`src/rtl/pwr_idle_pkg.sv`:
```
package pwr_idle_pkg;
  typedef enum logic [1:0] {
    PS_ACTIVE  = 2'd0,
    PS_PENDING = 2'd1,
    PS_ASLEEP  = 2'd2,
    PS_WAKING  = 2'd3
  } pwr_state_e;
endpackage

```
`src/rtl/pwr_sat_ctr.sv`:
```
module pwr_sat_ctr #(
  parameter int W = 8
) (
  input  logic         clk,
  input  logic         rst_n,
  input  logic         clr,
  input  logic         inc,
  output logic [W-1:0] cnt
);
  localparam logic [W-1:0] CMAX = '1;

  logic [W-1:0] cnt_q, cnt_d;

  always_comb begin
    cnt_d = cnt_q;
    if (clr)                       cnt_d = '0;
    else if (inc && cnt_q != CMAX) cnt_d = cnt_q + 1'b1;
  end

  always_ff @(posedge clk or negedge rst_n) begin
    if (!rst_n) cnt_q <= '0;
    else        cnt_q <= cnt_d;
  end

  assign cnt = cnt_q;

  AST_CTR_SATURATES: assert property (@(posedge clk) disable iff (!rst_n)
    (cnt_q == CMAX && !clr) |=> (cnt_q == CMAX));
endmodule

```
`src/rtl/pwr_seq_fsm.sv`:
```
module pwr_seq_fsm
  import pwr_idle_pkg::*;
(
  input  logic       clk,
  input  logic       rst_n,
  input  logic       tick_i,
  input  logic       activity_i,
  input  logic       sleep_req_i,
  input  logic       wake_i,
  input  logic       idle_hit_i,
  input  logic       fade_done_i,
  output pwr_state_e state_o,
  output logic       gate_o,
  output logic       fade_start_o,
  output logic       idle_clr_o,
  output logic       fade_clr_o,
  output logic       fade_inc_o
);
  pwr_state_e st_q, st_d;
  logic req_q, req_d, gate_q, gate_d, fs_q, fs_d;

  always_comb begin
    st_d       = st_q;
    req_d      = req_q | sleep_req_i;
    gate_d     = gate_q;
    fs_d       = 1'b0;
    idle_clr_o = 1'b0;
    fade_clr_o = 1'b0;
    if (activity_i) begin
      idle_clr_o = 1'b1;
      req_d      = req_q;
      if (st_q != PS_ACTIVE) begin
        st_d  = PS_WAKING;
        req_d = 1'b0;
      end
    end else if (st_q == PS_ASLEEP && wake_i) begin
      st_d       = PS_ACTIVE;
      gate_d     = 1'b0;
      idle_clr_o = 1'b1;
    end else if (tick_i) begin
      unique case (st_q)
        PS_ACTIVE: if (req_q || idle_hit_i) begin
          st_d       = PS_PENDING;
          req_d      = 1'b0;
          fade_clr_o = 1'b1;
          fs_d       = 1'b1;
        end
        PS_PENDING: if (fade_done_i) begin
          st_d   = PS_ASLEEP;
          gate_d = 1'b1;
        end
        PS_WAKING: begin
          st_d   = PS_ACTIVE;
          gate_d = 1'b0;
        end
        default: ;
      endcase
    end
  end

  assign fade_inc_o = tick_i && !activity_i && (st_q == PS_PENDING);

  always_ff @(posedge clk or negedge rst_n) begin
    if (!rst_n) begin
      st_q   <= PS_ACTIVE;
      req_q  <= 1'b0;
      gate_q <= 1'b0;
      fs_q   <= 1'b0;
    end else begin
      st_q   <= st_d;
      req_q  <= req_d;
      gate_q <= gate_d;
      fs_q   <= fs_d;
    end
  end

  assign state_o      = st_q;
  assign gate_o       = gate_q;
  assign fade_start_o = fs_q;

  AST_GATE_IN_SLEEP: assert property (@(posedge clk) disable iff (!rst_n)
    gate_q |-> (st_q == PS_ASLEEP || st_q == PS_WAKING));
  AST_STROBE_PENDING: assert property (@(posedge clk) disable iff (!rst_n)
    fs_q |-> (st_q == PS_PENDING));
  AST_WAKING_RESOLVES: assert property (@(posedge clk) disable iff (!rst_n)
    (st_q == PS_WAKING && tick_i && !activity_i) |=> (st_q == PS_ACTIVE && !gate_q));
  AST_WAKE_DIRECT: assert property (@(posedge clk) disable iff (!rst_n)
    (st_q == PS_ASLEEP && wake_i && !activity_i) |=> (st_q == PS_ACTIVE && !gate_q));
  AST_ACT_TO_WAKING: assert property (@(posedge clk) disable iff (!rst_n)
    (activity_i && st_q != PS_ACTIVE) |=> (st_q == PS_WAKING));
endmodule

```
`src/rtl/pwr_idle_seq.sv`:
```
module pwr_idle_seq
  import pwr_idle_pkg::*;
#(
  parameter int IDLE_TIMEOUT = 30000,
  parameter int FADE_TIME    = 3000,
  parameter int IDLE_W       = 32
) (
  input  logic              clk,
  input  logic              rst_n,
  input  logic              tick_ms,
  input  logic              activity_i,
  input  logic              sleep_req_i,
  input  logic              wake_i,
  output logic [1:0]        state_o,
  output logic              gate_o,
  output logic [IDLE_W-1:0] idle_ms_o,
  output logic              fade_start_o
);
  localparam int FADE_W = $clog2(FADE_TIME + 1);
  localparam logic [IDLE_W-1:0] IDLE_HIT_AT  = IDLE_W'(IDLE_TIMEOUT - 1);
  localparam logic [FADE_W-1:0] FADE_DONE_AT = FADE_W'(FADE_TIME - 1);

  logic [1:0] rst_pipe_q;
  logic       rst_sync_n;

  always_ff @(posedge clk or negedge rst_n) begin
    if (!rst_n) rst_pipe_q <= 2'b00;
    else        rst_pipe_q <= {rst_pipe_q[0], 1'b1};
  end
  assign rst_sync_n = rst_pipe_q[1];

  logic              idle_clr, fade_clr, fade_inc;
  logic [IDLE_W-1:0] idle_cnt;
  logic [FADE_W-1:0] fade_cnt;
  pwr_state_e        st;

  pwr_sat_ctr #(.W(IDLE_W)) u_idle_ctr (
    .clk(clk), .rst_n(rst_sync_n), .clr(idle_clr),
    .inc(tick_ms && !idle_clr), .cnt(idle_cnt)
  );

  pwr_sat_ctr #(.W(FADE_W)) u_fade_ctr (
    .clk(clk), .rst_n(rst_sync_n), .clr(fade_clr),
    .inc(fade_inc), .cnt(fade_cnt)
  );

  pwr_seq_fsm u_fsm (
    .clk(clk), .rst_n(rst_sync_n), .tick_i(tick_ms),
    .activity_i(activity_i), .sleep_req_i(sleep_req_i), .wake_i(wake_i),
    .idle_hit_i(idle_cnt >= IDLE_HIT_AT), .fade_done_i(fade_cnt >= FADE_DONE_AT),
    .state_o(st), .gate_o(gate_o), .fade_start_o(fade_start_o),
    .idle_clr_o(idle_clr), .fade_clr_o(fade_clr), .fade_inc_o(fade_inc)
  );

  assign state_o   = st;
  assign idle_ms_o = idle_cnt;

  AST_ACT_CLEARS_IDLE: assert property (@(posedge clk) disable iff (!rst_sync_n)
    activity_i |=> (idle_ms_o == '0));
  AST_PENDING_UNGATED: assert property (@(posedge clk) disable iff (!rst_sync_n)
    (state_o == 2'd1) |-> !gate_o);
endmodule

```
`config.mk`:
```
export PLATFORM = sky130hd
export DESIGN_NAME = pwr_idle_seq
export DESIGN_NICKNAME = d
export VERILOG_FILES = /design/src/rtl/pwr_idle_pkg.sv /design/src/rtl/pwr_sat_ctr.sv /design/src/rtl/pwr_seq_fsm.sv /design/src/rtl/pwr_idle_seq.sv
export SDC_FILE = /design/constraint.sdc
export NUM_CORES = 1
export LEC_CHECK = 0
export BUFFER_PORTS_ARGS = -buffer_cell sky130_fd_sc_hd__buf_2
export CAP_MARGIN = 20
export CORE_MARGIN = 2
export CORE_UTILIZATION = 50
export CTS_CLUSTER_DIAMETER = 120
export DETAILED_ROUTE_END_ITERATION = 6
export MAX_ROUTING_LAYER = met4
export PLACE_DENSITY = 0.71
export SLEW_MARGIN = 10
export SYNTH_ARGS = -nofsm -noshare
export SYNTH_HDL_FRONTEND = slang
export SYNTH_SLANG_ARGS = --single-unit
```
`constraint.sdc`:
```
create_clock -name clk -period 1.8 [get_ports clk]
set_input_delay 0.09 -clock clk [delete_from_list [all_inputs] [get_ports clk]]
set_output_delay 0.09 -clock clk [all_outputs]
set_load 0.05 [all_outputs]
```
# Word-level counts from Yosys, hierarchy flattened
# Cells that the tools add are included.
classes:
  n_div: 0
  n_addsub: 2
  magnitude_cmp: 2
  eq_ne: 9
  n_reduce_logical: 19
  n_shift: 0
  n_mux: 28
  multipliers: 0
  n_bitwise: 2
op_table:
  columns: ["cell", "count"]
  rows:
  - ["2-to-1 mux 32 bit", 2]
  - ["adder 32 x 1 -> 32 bit, second input constant", 1]
  - [">= comparator 32 x 15 -> 1 bit, second input constant", 1]
  - ["!= test 32 bit, second input constant", 1]
  - ["2-to-1 mux 12 bit", 2]
  - ["2-to-1 mux 1 bit", 16]
  - ["adder 12 x 1 -> 12 bit, second input constant", 1]
  - [">= comparator 12 bit, second input constant", 1]
  - ["2-to-1 mux 2 bit", 6]
  - ["!= test 12 bit, second input constant", 1]
  - ["!= test 4 x 2 -> 1 bit, second input constant", 2]
  - ["nonzero test 2 bit", 4]
  - ["logical AND 1 bit", 6]
  - ["one-hot mux 2 bit (3 select lines)", 1]
  - ["nonzero test 3 bit", 2]
  - ["AND reduction 5 bit", 1]
  - ["nonzero test 5 bit", 1]
  - ["== test 2 bit, second input constant", 2]
  - ["AND reduction 4 bit", 1]
  - ["!= test 3 x 1 -> 1 bit, second input constant", 1]
  - ["== test 2 x 1 -> 1 bit, second input constant", 1]
  - ["zero test 1 bit", 2]
  - ["zero test 2 bit", 1]
  - ["!= test 2 x 1 -> 1 bit, second input constant", 1]
  - ["other kinds (4)", 4]
totals:
  ram_bits: 0
  mem_bits_ro: 0
  ff_bits: 51
  latchBits: 0
  mem_count: 0
  out_inout_bits: 36
  word_cells: 69

# Longest topological paths before layout
# Gate-level depths: netlist of the first run.
depth:
  depth_word: 9
  ltp_mapped: 7
  depth_no_buf: 6

# Hierarchy
# Synthesis of the first run repeated with hierarchy kept, for this count alone.
hier_totals:
  cells_unflattened: 320
  hier_area_um2: 3051.7
by_module_without_submodules:
  columns: ["module", "area_per_inst_um2", "cells_each", "instances"]
  rows:
  - ["pwr_sat_ctr at u_idle_ctr", 1854.3, 198, 1]
  - ["pwr_sat_ctr at u_fade_ctr", 714.4, 70, 1]
  - ["pwr_seq_fsm", 295.3, 30, 1]
  - ["pwr_idle_seq", 187.7, 22, 1]

# Worst setup path after synthesis of the first run
# Ideal clock, no wire load.
synth_path:
  path_type: "register to register"
  startpoint: "register u_idle_ctr.cnt_q[0] (netlist: u_idle_ctr.cnt[0])"
  endpoint: "register u_idle_ctr.cnt_q[14] (netlist: u_idle_ctr.cnt[14])"
  synth_period_minus_slack_ps: 2434
  n_path_buf: 1
  stages_incl_launch_ff: 8
  arrival_time_ps: 2349
  setup_ps: 85
  required_ps: 1715
  setup_slack_ps: -634
  cell_sequence: "dfrtp_1 ha_1 nand3_1 or3_1 buf_4 a211oi_2 and3_1 mux2i_1"
synth_via:
  elab_chain_cells: 3
synth_rtl:
  columns: ["element", "line_no", "source"]
  rows:
  - ["start, declared", "pwr_sat_ctr.sv:12", "logic [W-1:0] cnt_q, cnt_d;"]
  - ["start signal, assigned", "pwr_sat_ctr.sv:22", "else cnt_q <= cnt_d;"]
  - ["adder 32 x 1 -> 32 bit / != test 32 bit (equally long branches)", "pwr_sat_ctr.sv:17", "else if (inc && cnt_q != CMAX) cnt_d = cnt_q + 1'b1;"]
  - ["2-to-1 mux 32 bit / logical AND 1 bit (equally long branches)", "pwr_sat_ctr.sv:17", null]
  - ["2-to-1 mux 32 bit / nonzero test 2 bit (equally long branches)", null, null]
# Several ways; a longest one is shown, not always the timed one. The select of a mux whose other input is x is not followed.
# A chain may end at the register's enable or synchronous reset.

# Final worst setup path of the first run
layout_path:
  startpoint: "register u_idle_ctr.cnt_q[1] (netlist: u_idle_ctr.cnt[1])"
  endpoint: "register u_idle_ctr.cnt_q[20] (netlist: u_idle_ctr.cnt[20])"
# The elaborated chain is that of the path after synthesis.

==> flow_summary.toml, run 1 <==
[timing]
slew_violations = 0
timing.final.crit_share_pct = 114
fin_skew_ps = 6.71
fmax_mhz = 487
setup_viol = 45
fin_tns_setup_ps = -7880
hold_viol = 0
min_period_ps = 2050
final.setup.worst_slack_ps = -253
rsz0062_at_grt = "true"

[floorplan]
core_um2 = 5850
die_h_um = 81.2
num_rows = 28
dieArea_um2 = 6590
start_util_pct = 50.9
die_w_um = 81.2
pin_count = 42

[layout]
fillers = 352
area_growth_syn_to_layout_pct = 54.8
utilization_pct = 78.7
final_cells = 518
n_antenna_cell = 0
final_area_um2 = 4610
nets = 450
layout-drive-gt1-share_pct = 56.4

[routing]
drc = 0
first_pass_iters = 5
first_iter_violations = 382
routedWlPerCell_um = 19.8
via_per_inst = 6.29
ant_nets = 0
wl_mm = 10.3
vias = 3256

[logic_synthesis]
synth_top_area_cell = "dfrtp_1"
synthArstFlopShare_pct = 100
ys_ff_latch = 51
synth-main-ff-cell = "dfrtp_1"
synth_area_leaders = "dfrtp_1 43%, nand2_1 4.3%, xor2_1 3.5%, nor2_1 3.4%, xnor2_1 2.9%"
syn-mean-instance-area_um2 = 9.63
ys_seq_area_share_pct = 42.9
syn_nets = 317
yosysMostFrequentCell = "dfrtp_1"
synth.distinct_cells = 59
synthesis.area_um2 = 2980
synth_top_area_share_pct = 42.9
synth_common_cells = "51 x dfrtp_1, 34 x nand2_1, 27 x nor2_1"
synth-edff-count = 0
postSynthCellCount = 309
synth_warnings = 0

[cts]
numCtsBuffers = 5
h-tree-depth = 2
cts_sinks = 51
cts_tree = "yes"
clk_pin_slew_ps = 100
clock_latency_ps = 320
cts_root_buf = "clkbuf_8"
clock_path_buffers = 2

[critical_path]
cp_max_fo = 6
r2r-end = "u_idle_ctr.cnt[20]"
endpoint = "u_idle_ctr.cnt[20]"
r2r_cells = 8
crit_type = "reg2reg"
rr_startpoint = "u_idle_ctr.cnt[1]"
r2r_slack_ps = -250
endpoint_kind = "flip-flop"
cp.arrival_ps = 2270
required_ps = 2010
startpoint = "u_idle_ctr.cnt[1]"
cp-start-kind = "flip-flop"

[global_routing]
grtUsageTotal_pct = 30.2
grt_max_degree = 31
grt_first_pass_wirelength_mm = 14.7
antenna_found_initial = 0
grt_pass1_vias = 3009
grt-ovfl-total = 0

[pwr]
vdd_drop_max_v = 0.000444
total_power_mw = 2.52
p_leak_nw = 2.05
power.density_nw_per_um2 = 547

[job]
drv_cap = 0

[place]
dp_cells = 494
dp_hpwl_mm = 6.17
gp_congestion = 0.918
placed_cell_area_um2 = 4010
portBuffers = 41

[hold_path]
hold_class = "in2async"

[outcome]
violations = "setup timing"
status = "finished with violations"
## stage by stage
step	setup WS [ps]	hold slack (ps)
after floorplan	-284	-206
after global placement	-175	-124
after detailed placement	-213	-123
after CTS	-185	76.6
after global routing	-362	86.9
final	-253	71.6
## cells by family (layout without fill, tap and decap cells)
kind of cell / after synthesis / count (layout) / share of synthesized area [%]
simple gates: 150 / 150 / 29.0
flops: 51 / 51 / 42.9
compound gates: 57 / 57 / 15.5
fa+ha+maj: 2 / 2 / 0.841
xor+xnor: 22 / 22 / 6.47
other cells: 1 / 1 / 0.126
mux: 7 / 7 / 2.40
buf+inv: 19 / 153 / 2.82
## report_power, final
| part | leakage, nW | internal, mW | switching, mW | total (mW) |
|---|---|---|---|---|
| registers | 0.638 | 1.20 | 0.0621 | 1.26 |
| logic | 1.36 | 0.161 | 0.265 | 0.426 |
| clock network | 0.0581 | 0.415 | 0.413 | 0.828 |
| total | 2.05 | 1.78 | 0.741 | 2.52 |
## registers in the layout (all words and copies together) (netlist names)
name,flops
u_idle_ctr.cnt,32
u_fade_ctr.cnt,12
rst_pipe_q,2
u_fsm.state_o,2
u_fsm.fade_start_o,1
u_fsm.gate_o,1
u_fsm.req_q,1
## layer usage
metal	GRT usage (%)	vias to the layer above	share of wire [%]
li1	-	1426	-
met1	37.4	1605	39
met2	48.8	178	50
met3	4.89	47	6.3
met4	13.4	0	4.5
met5	-	-	0
## placed cells by master, fill, tap and decap left out, types with 4 or more instances in the layout
master    instances
nor2_1           20
dfrtp_1          16
and4_1            4
o211ai_1          4
buf_6            15
xor2_1           12
buf_4            81
or4_4             4
clkbuf_8          5
buf_2            41
nor2_2            5
a311oi_2          4
and3_1            7
a21oi_2           4
nand3_1          10
nor4_4            5
mux2i_1           6
and2_1            4
a21oi_1           7
nand2_1          32
nand4_1          13
xnor2_1           9
dfrtp_2          35
## critical path: stages (launching register included)
cell	delay [ps]
dfrtp_2	410
ha_4	160
buf_4	120
nand3_4	70
or3_4	490
a211oi_4	310
buf_4	190
nand3_2	70
mux2i_1	130
## worst min-delay path by stage
stage | startpoint | to | slack, ps
6_report | rst_n | rst_pipe_q[1] | 70
5_1_grt | rst_n | rst_pipe_q[1] | 90
4_1_cts | rst_n | rst_pipe_q[1] | 80
3_5_place_dp | rst_n | rst_pipe_q[0] | -120
3_3_place_gp | rst_n | rst_pipe_q[0] | -120
2_1_floorplan | rst_n | rst_pipe_q[0] | -210
## layout make-up
class / count / area [µm²] / share of cell area (%)
multi-input cells: 239 / 2010 / 43.7
flip-flops and latches: 51 / 1320 / 28.7
repair buffers: 141 / 1050 / 22.8
well taps: 75 / 93.8 / 2.04
clock buffers: 5 / 68.8 / 1.49
clock inverters: 3 / 43.8 / 0.951
inverters: 4 / 15.0 / 0.326
## timing repair
action                                  in CTS  in global routing
hold buffers                                 1                  0
cloned                                       2                  0
gates resized for setup                     37                 38
endpoints found under the hold margin        2                  0
endpoints found under the setup margin      41                 42
buffers inserted                             7                  7
pin swaps                                   27                 17
Note: power is estimated with default switching activity, not from simulation.
==> run 2: changes to the inputs <==
- CORE_MARGIN: 2 -> 4
- GPL_ROUTABILITY_DRIVEN: unset -> 0
- HOLD_SLACK_MARGIN: unset -> 0.02
==> flow_summary.toml, run 2 (synthesized netlist as in run 1, its figures left out) <==
[floorplan]
dieArea_um2 = 7250
pin_count = 42
core_um2 = 5640
start_util_pct = 52.8
die_w_um = 85.2
die_h_um = 85.2
num_rows = 27

[timing]
timing.final.crit_share_pct = 112
final.setup.worst_slack_ps = -209
rsz0062_at_grt = "true"
fmax_mhz = 498
min_period_ps = 2010
fin_skew_ps = 7.97
setup_viol = 39
timing.hold.ws_ps = 73.5
hold_viol = 0
slew_violations = 0

[routing]
ant_nets = 0
drc = 0
via_per_inst = 6.35
first_iter_violations = 296
vias = 3212
routedWlPerCell_um = 20.2
wl_mm = 10.2
first_pass_iters = 5

[global_routing]
grtUsageTotal_pct = 27.4
grt-ovfl-total = 0
antenna_found_initial = 0
grt_max_degree = 50
grt_first_pass_wirelength_mm = 15.3
grt_pass1_vias = 3070

[cts]
clk_pin_slew_ps = 90
h-tree-depth = 2
cts_tree = "yes"
cts_root_buf = "clkbuf_8"
clock_latency_ps = 310
cts_sinks = 51
numCtsBuffers = 5
clock_path_buffers = 2

[place]
preCtsSetupSlack_ps = -175
portBuffers = 41
placed_cell_area_um2 = 3970
dp_hpwl_mm = 6.29

[pwr]
power.density_nw_per_um2 = 583
vdd_drop_max_v = 0.000529
total_power_mw = 2.63
power.share.sequential_pct = 47.7
internal_power_mw = 1.92
pwr-share-clk_pct = 35.8
p_leak_nw = 2.01
power_frac_comb_pct = 16.5
power_switching_mw = 0.713
switching_share_pct = 27.1

[layout]
final_area_um2 = 4510
final_common_cell = "buf_4"
final_cell_mix = "74 x buf_4, 41 x buf_2, 35 x dfrtp_2"
area_growth_syn_to_layout_pct = 51.5
layout-drive-gt1-share_pct = 54.4
largest_reg_flops = 32
nets = 441
n_antenna_cell = 0

[outcome]
status = "finished with violations"
violations = "setup timing"

[job]
drv_cap = 0

[critical_path]
rr_startpoint = "u_idle_ctr.cnt[8]"
crit_type = "reg2reg"
cp.arrival_ps = 2240
startpoint = "u_idle_ctr.cnt[8]"
cp_max_fo = 4
cp-start-kind = "flip-flop"
required_ps = 2030
endpoint_kind = "flip-flop"

[hold_path]
hold_class = "in2async"
==> run 2: cell count changes in the layout (fill, tap and decap cells not counted), moves of 2 or more <==
| cell | previous run | this run |
|---|---|---|
| buf_4 | 81 | 74 |
| nor2_2 | 5 | 10 |
| nor2_1 | 20 | 16 |
| nor4_1 | 3 | 0 |
| nor4_4 | 5 | 8 |
| a211oi_1 | 1 | 3 |
| a211oi_4 | 3 | 1 |
| a31oi_1 | 2 | 4 |
| and4_1 | 4 | 6 |
| buf_6 | 15 | 13 |
==> run 2: worst paths after layout <==
path                                 endpoint  slack (ps)  cells past startpoint
setup / recovery           u_idle_ctr.cnt[26]        -210                      6
hold / removal                  rst_pipe_q[1]          70                      2
setup reg to reg           u_idle_ctr.cnt[26]        -210                      6
hold reg to reg             u_idle_ctr.cnt[0]         240                      1
max in group asynchronous  u_idle_ctr.cnt[24]        1290                      1
min in group clk                  u_fsm.req_q         160                      4
==> run 2: power groups by stage <==
stage                     Combinational [mW]  Sequential [mW]  Clock [mW]
after floorplan                        0.199             1.33           0
after CTS                              0.411             1.25       0.939
after global placement                 0.371             1.27           0
final                                  0.434             1.25       0.941
after detailed placement               0.381             1.27           0
after global routing                   0.472             1.27       0.992
==> run 2: cell type report <==
class                           instances  area, µm²
Timing Repair Buffer                  132        972
Fill cell                             318       1130
Sequential cell                        51       1320
Inverter                                4       15.0
Clock inverter                          2       60.1
Clock buffer                            6       72.6
Tap cell                               72       90.1
Multi-Input combinational cell        239       1980
==> run 2: per-layer routing <==
metal / GRT usage [%] / vias to the layer above / wire length, µm / part of all wire [%]
li1: - / 1403 / - / -
met5: - / - / 0 / 0
met4: 11.5 / 0 / 546 / 5.3
met2: 45.2 / 171 / 5000 / 49
met1: 33.3 / 1584 / 3920 / 38
met3: 4.17 / 54 / 748 / 7.3
==> run 2: timing repair <==
item	in CTS	in global routing
endpoints found under the hold margin	2	0
gates resized for setup	37	32
hold buffers	1	0
setup endpoints to repair	40	43
buffers inserted	5	4
gates cloned	2	0
pin swaps	18	12
==> run 2: stage by stage <==
stage               setup TNS (ps)  utilization [%]  cells
finish                       -3560             79.9    506
global route                 -6450             79.9    506
CTS                          -2130             76.8    502
detailed placement           -3550             70.4    486
global placement             -2120             70.4    486
floorplan                    -8140                -    309
==> run 2: critical path, cell delays in order (launching register included) <==
cell	delay [ps]
dfrtp_2	380
nand4_1	170
buf_4	200
nor3_4	280
nand4_1	230
or4_4	490
a21oi_4	180
==> run 3: changes to the inputs <==
- TNS_END_PERCENT: unset -> 1
==> flow_summary.toml, run 3 (synthesized netlist as in run 1, its figures left out) <==
[timing]
worst_pin_slew_ps = 694
setup_viol = 37
rsz0062_at_grt = "true"
min_period_ps = 1970
final.setup.worst_slack_ps = -171
fmax_mhz = 507
max-slew-margin-rel_pct = 53.7
timing.final.crit_share_pct = 109
slew_violations = 0
timing.hold.ws_ps = 68.9
hold_viol = 0
fin_skew_ps = 8.31

[layout]
largest_reg_flops = 32
n_antenna_cell = 0
final_cell_mix = "85 x buf_4, 41 x buf_2, 34 x dfrtp_2"
area_growth_syn_to_layout_pct = 44.9
nets = 441
layout-drive-gt1-share_pct = 49.5
final_common_cell = "buf_4"
utilization_pct = 76.4

[critical_path]
r2r_slack_ps = -170
crit_family = "simple AND/OR/NAND/NOR gates"
r2r_cells = 7
rr_startpoint = "u_idle_ctr.cnt[20]"
endpoint = "u_idle_ctr.cnt[1]"
crit_slowest_cell = "or4_4"
path_buf_inv = 2
r2r-end = "u_idle_ctr.cnt[1]"
worst-path-stages = 7
crit_chain = "nand4_4 > or4_4 > buf_6 > o31ai_4 > buf_4 > nand3_1 > o21ai_1"
max_stage_delay_ps = 490
required_ps = 2030
crit_type = "reg2reg"
cp_max_fo = 6
cp.arrival_ps = 2210
endpoint_kind = "flip-flop"
startpoint = "u_idle_ctr.cnt[20]"
cp-start-kind = "flip-flop"

[floorplan]
die_w_um = 85.2
core_um2 = 5640
num_rows = 27
die_h_um = 85.2
pin_count = 42
dieArea_um2 = 7250
start_util_pct = 52.8

[cts]
h-tree-depth = 2
cts_tree = "yes"
clock_latency_ps = 320
clk_pin_slew_ps = 100
clock_path_buffers = 2
numCtsBuffers = 5
cts_sinks = 51
cts_root_buf = "clkbuf_8"

[pwr]
power_frac_comb_pct = 15.0
vdd_drop_max_v = 0.000455
total_power_mw = 2.63
internal_power_mw = 1.91
pwr-share-clk_pct = 36.9
switching_share_pct = 27.3
p_leak_nw = 1.95
power.share.sequential_pct = 48.1
power.density_nw_per_um2 = 609
power_switching_mw = 0.716

[global_routing]
grt-ovfl-total = 0
grtUsageTotal_pct = 25.5
grt_first_pass_wirelength_mm = 14.5
grt_pass1_vias = 3007
grt_max_degree = 34
antenna_found_initial = 0

[routing]
drc = 0
vias = 3020
first_pass_iters = 5
via_per_inst = 5.97
wl_mm = 8.84
routedWlPerCell_um = 17.5
first_iter_violations = 281
ant_nets = 0

[outcome]
status = "finished with violations"
violations = "setup timing"

[hold_path]
hold_class = "in2async"

[place]
portBuffers = 41
dp_hpwl_mm = 6.31

[job]
drv_cap = 0
[run 3: changes by cell type in the layout (fill, tap and decap cells not counted), sizes merged]
cell	before	now
clkbuf	6	5
clkinvlp	0	1
[run 3: power groups by stage]
stage / combinational (mW) / clock (mW) / sequential, mW
2_1_floorplan: 0.190 / 0 / 1.33
3_3_place_gp: 0.365 / 0 / 1.28
3_5_place_dp: 0.377 / 0 / 1.28
4_1_cts: 0.388 / 0.983 / 1.26
5_1_grt: 0.429 / 1.04 / 1.27
6_report: 0.394 / 0.969 / 1.26
[run 3: layer usage]
metal | GRT usage (%) | share of wire (%) | up-vias
met5 | - | 0 | -
met4 | 6.47 | 1.5 | 0
met3 | 4.08 | 6.4 | 14
met2 | 41.0 | 48 | 133
met1 | 33.7 | 44 | 1464
li1 | - | - | 1409
[run 3: worst min path at each step]
stage | start | endpoint | cells past startpoint
after floorplan | rst_n | rst_pipe_q[0] | 0
after global placement | rst_n | rst_pipe_q[0] | 1
after detailed placement | rst_n | rst_pipe_q[0] | 1
after CTS | rst_n | rst_pipe_q[1] | 2
after global routing | rst_n | rst_pipe_q[1] | 2
final | rst_n | rst_pipe_q[1] | 2
[run 3: final cells by class]
| type | instances | area [µm²] |
|---|---|---|
| clock buffers | 5 | 68.8 |
| multi-input cells | 239 | 1830 |
| well taps | 72 | 90.1 |
| fillers | 385 | 1330 |
| repair buffers | 132 | 918 |
| inverters | 4 | 15.0 |
| clock inverters | 3 | 67.6 |
| flip-flops and latches | 51 | 1320 |
[run 3: worst reg2reg max path, cell delays in order (launching register included)]
cell and delay, ps:
dfrtp_2 450, nand4_4 120, or4_4 500, buf_6 150
o31ai_4 290, buf_4 180, nand3_1 80, o21ai_1 120
[run 3: timing repair]
action	4_1_cts	5_1_grt
gates resized for setup	27	7
endpoints found under the hold margin	2	0
pin swaps	19	8
endpoints found under the setup margin	41	47
hold buffers	1	0
buffers inserted	3	0
[run 3: stage by stage]
step	TNS [ps]	instances	setup slack, ps	instance area [µm²]
detailed placement	-4090	494	-256	3970
global route	-6810	506	-275	4310
CTS	-3870	506	-159	4270
global placement	-2680	494	-212	3970
finish	-3780	506	-171	4310
floorplan	-9720	309	-287	3090
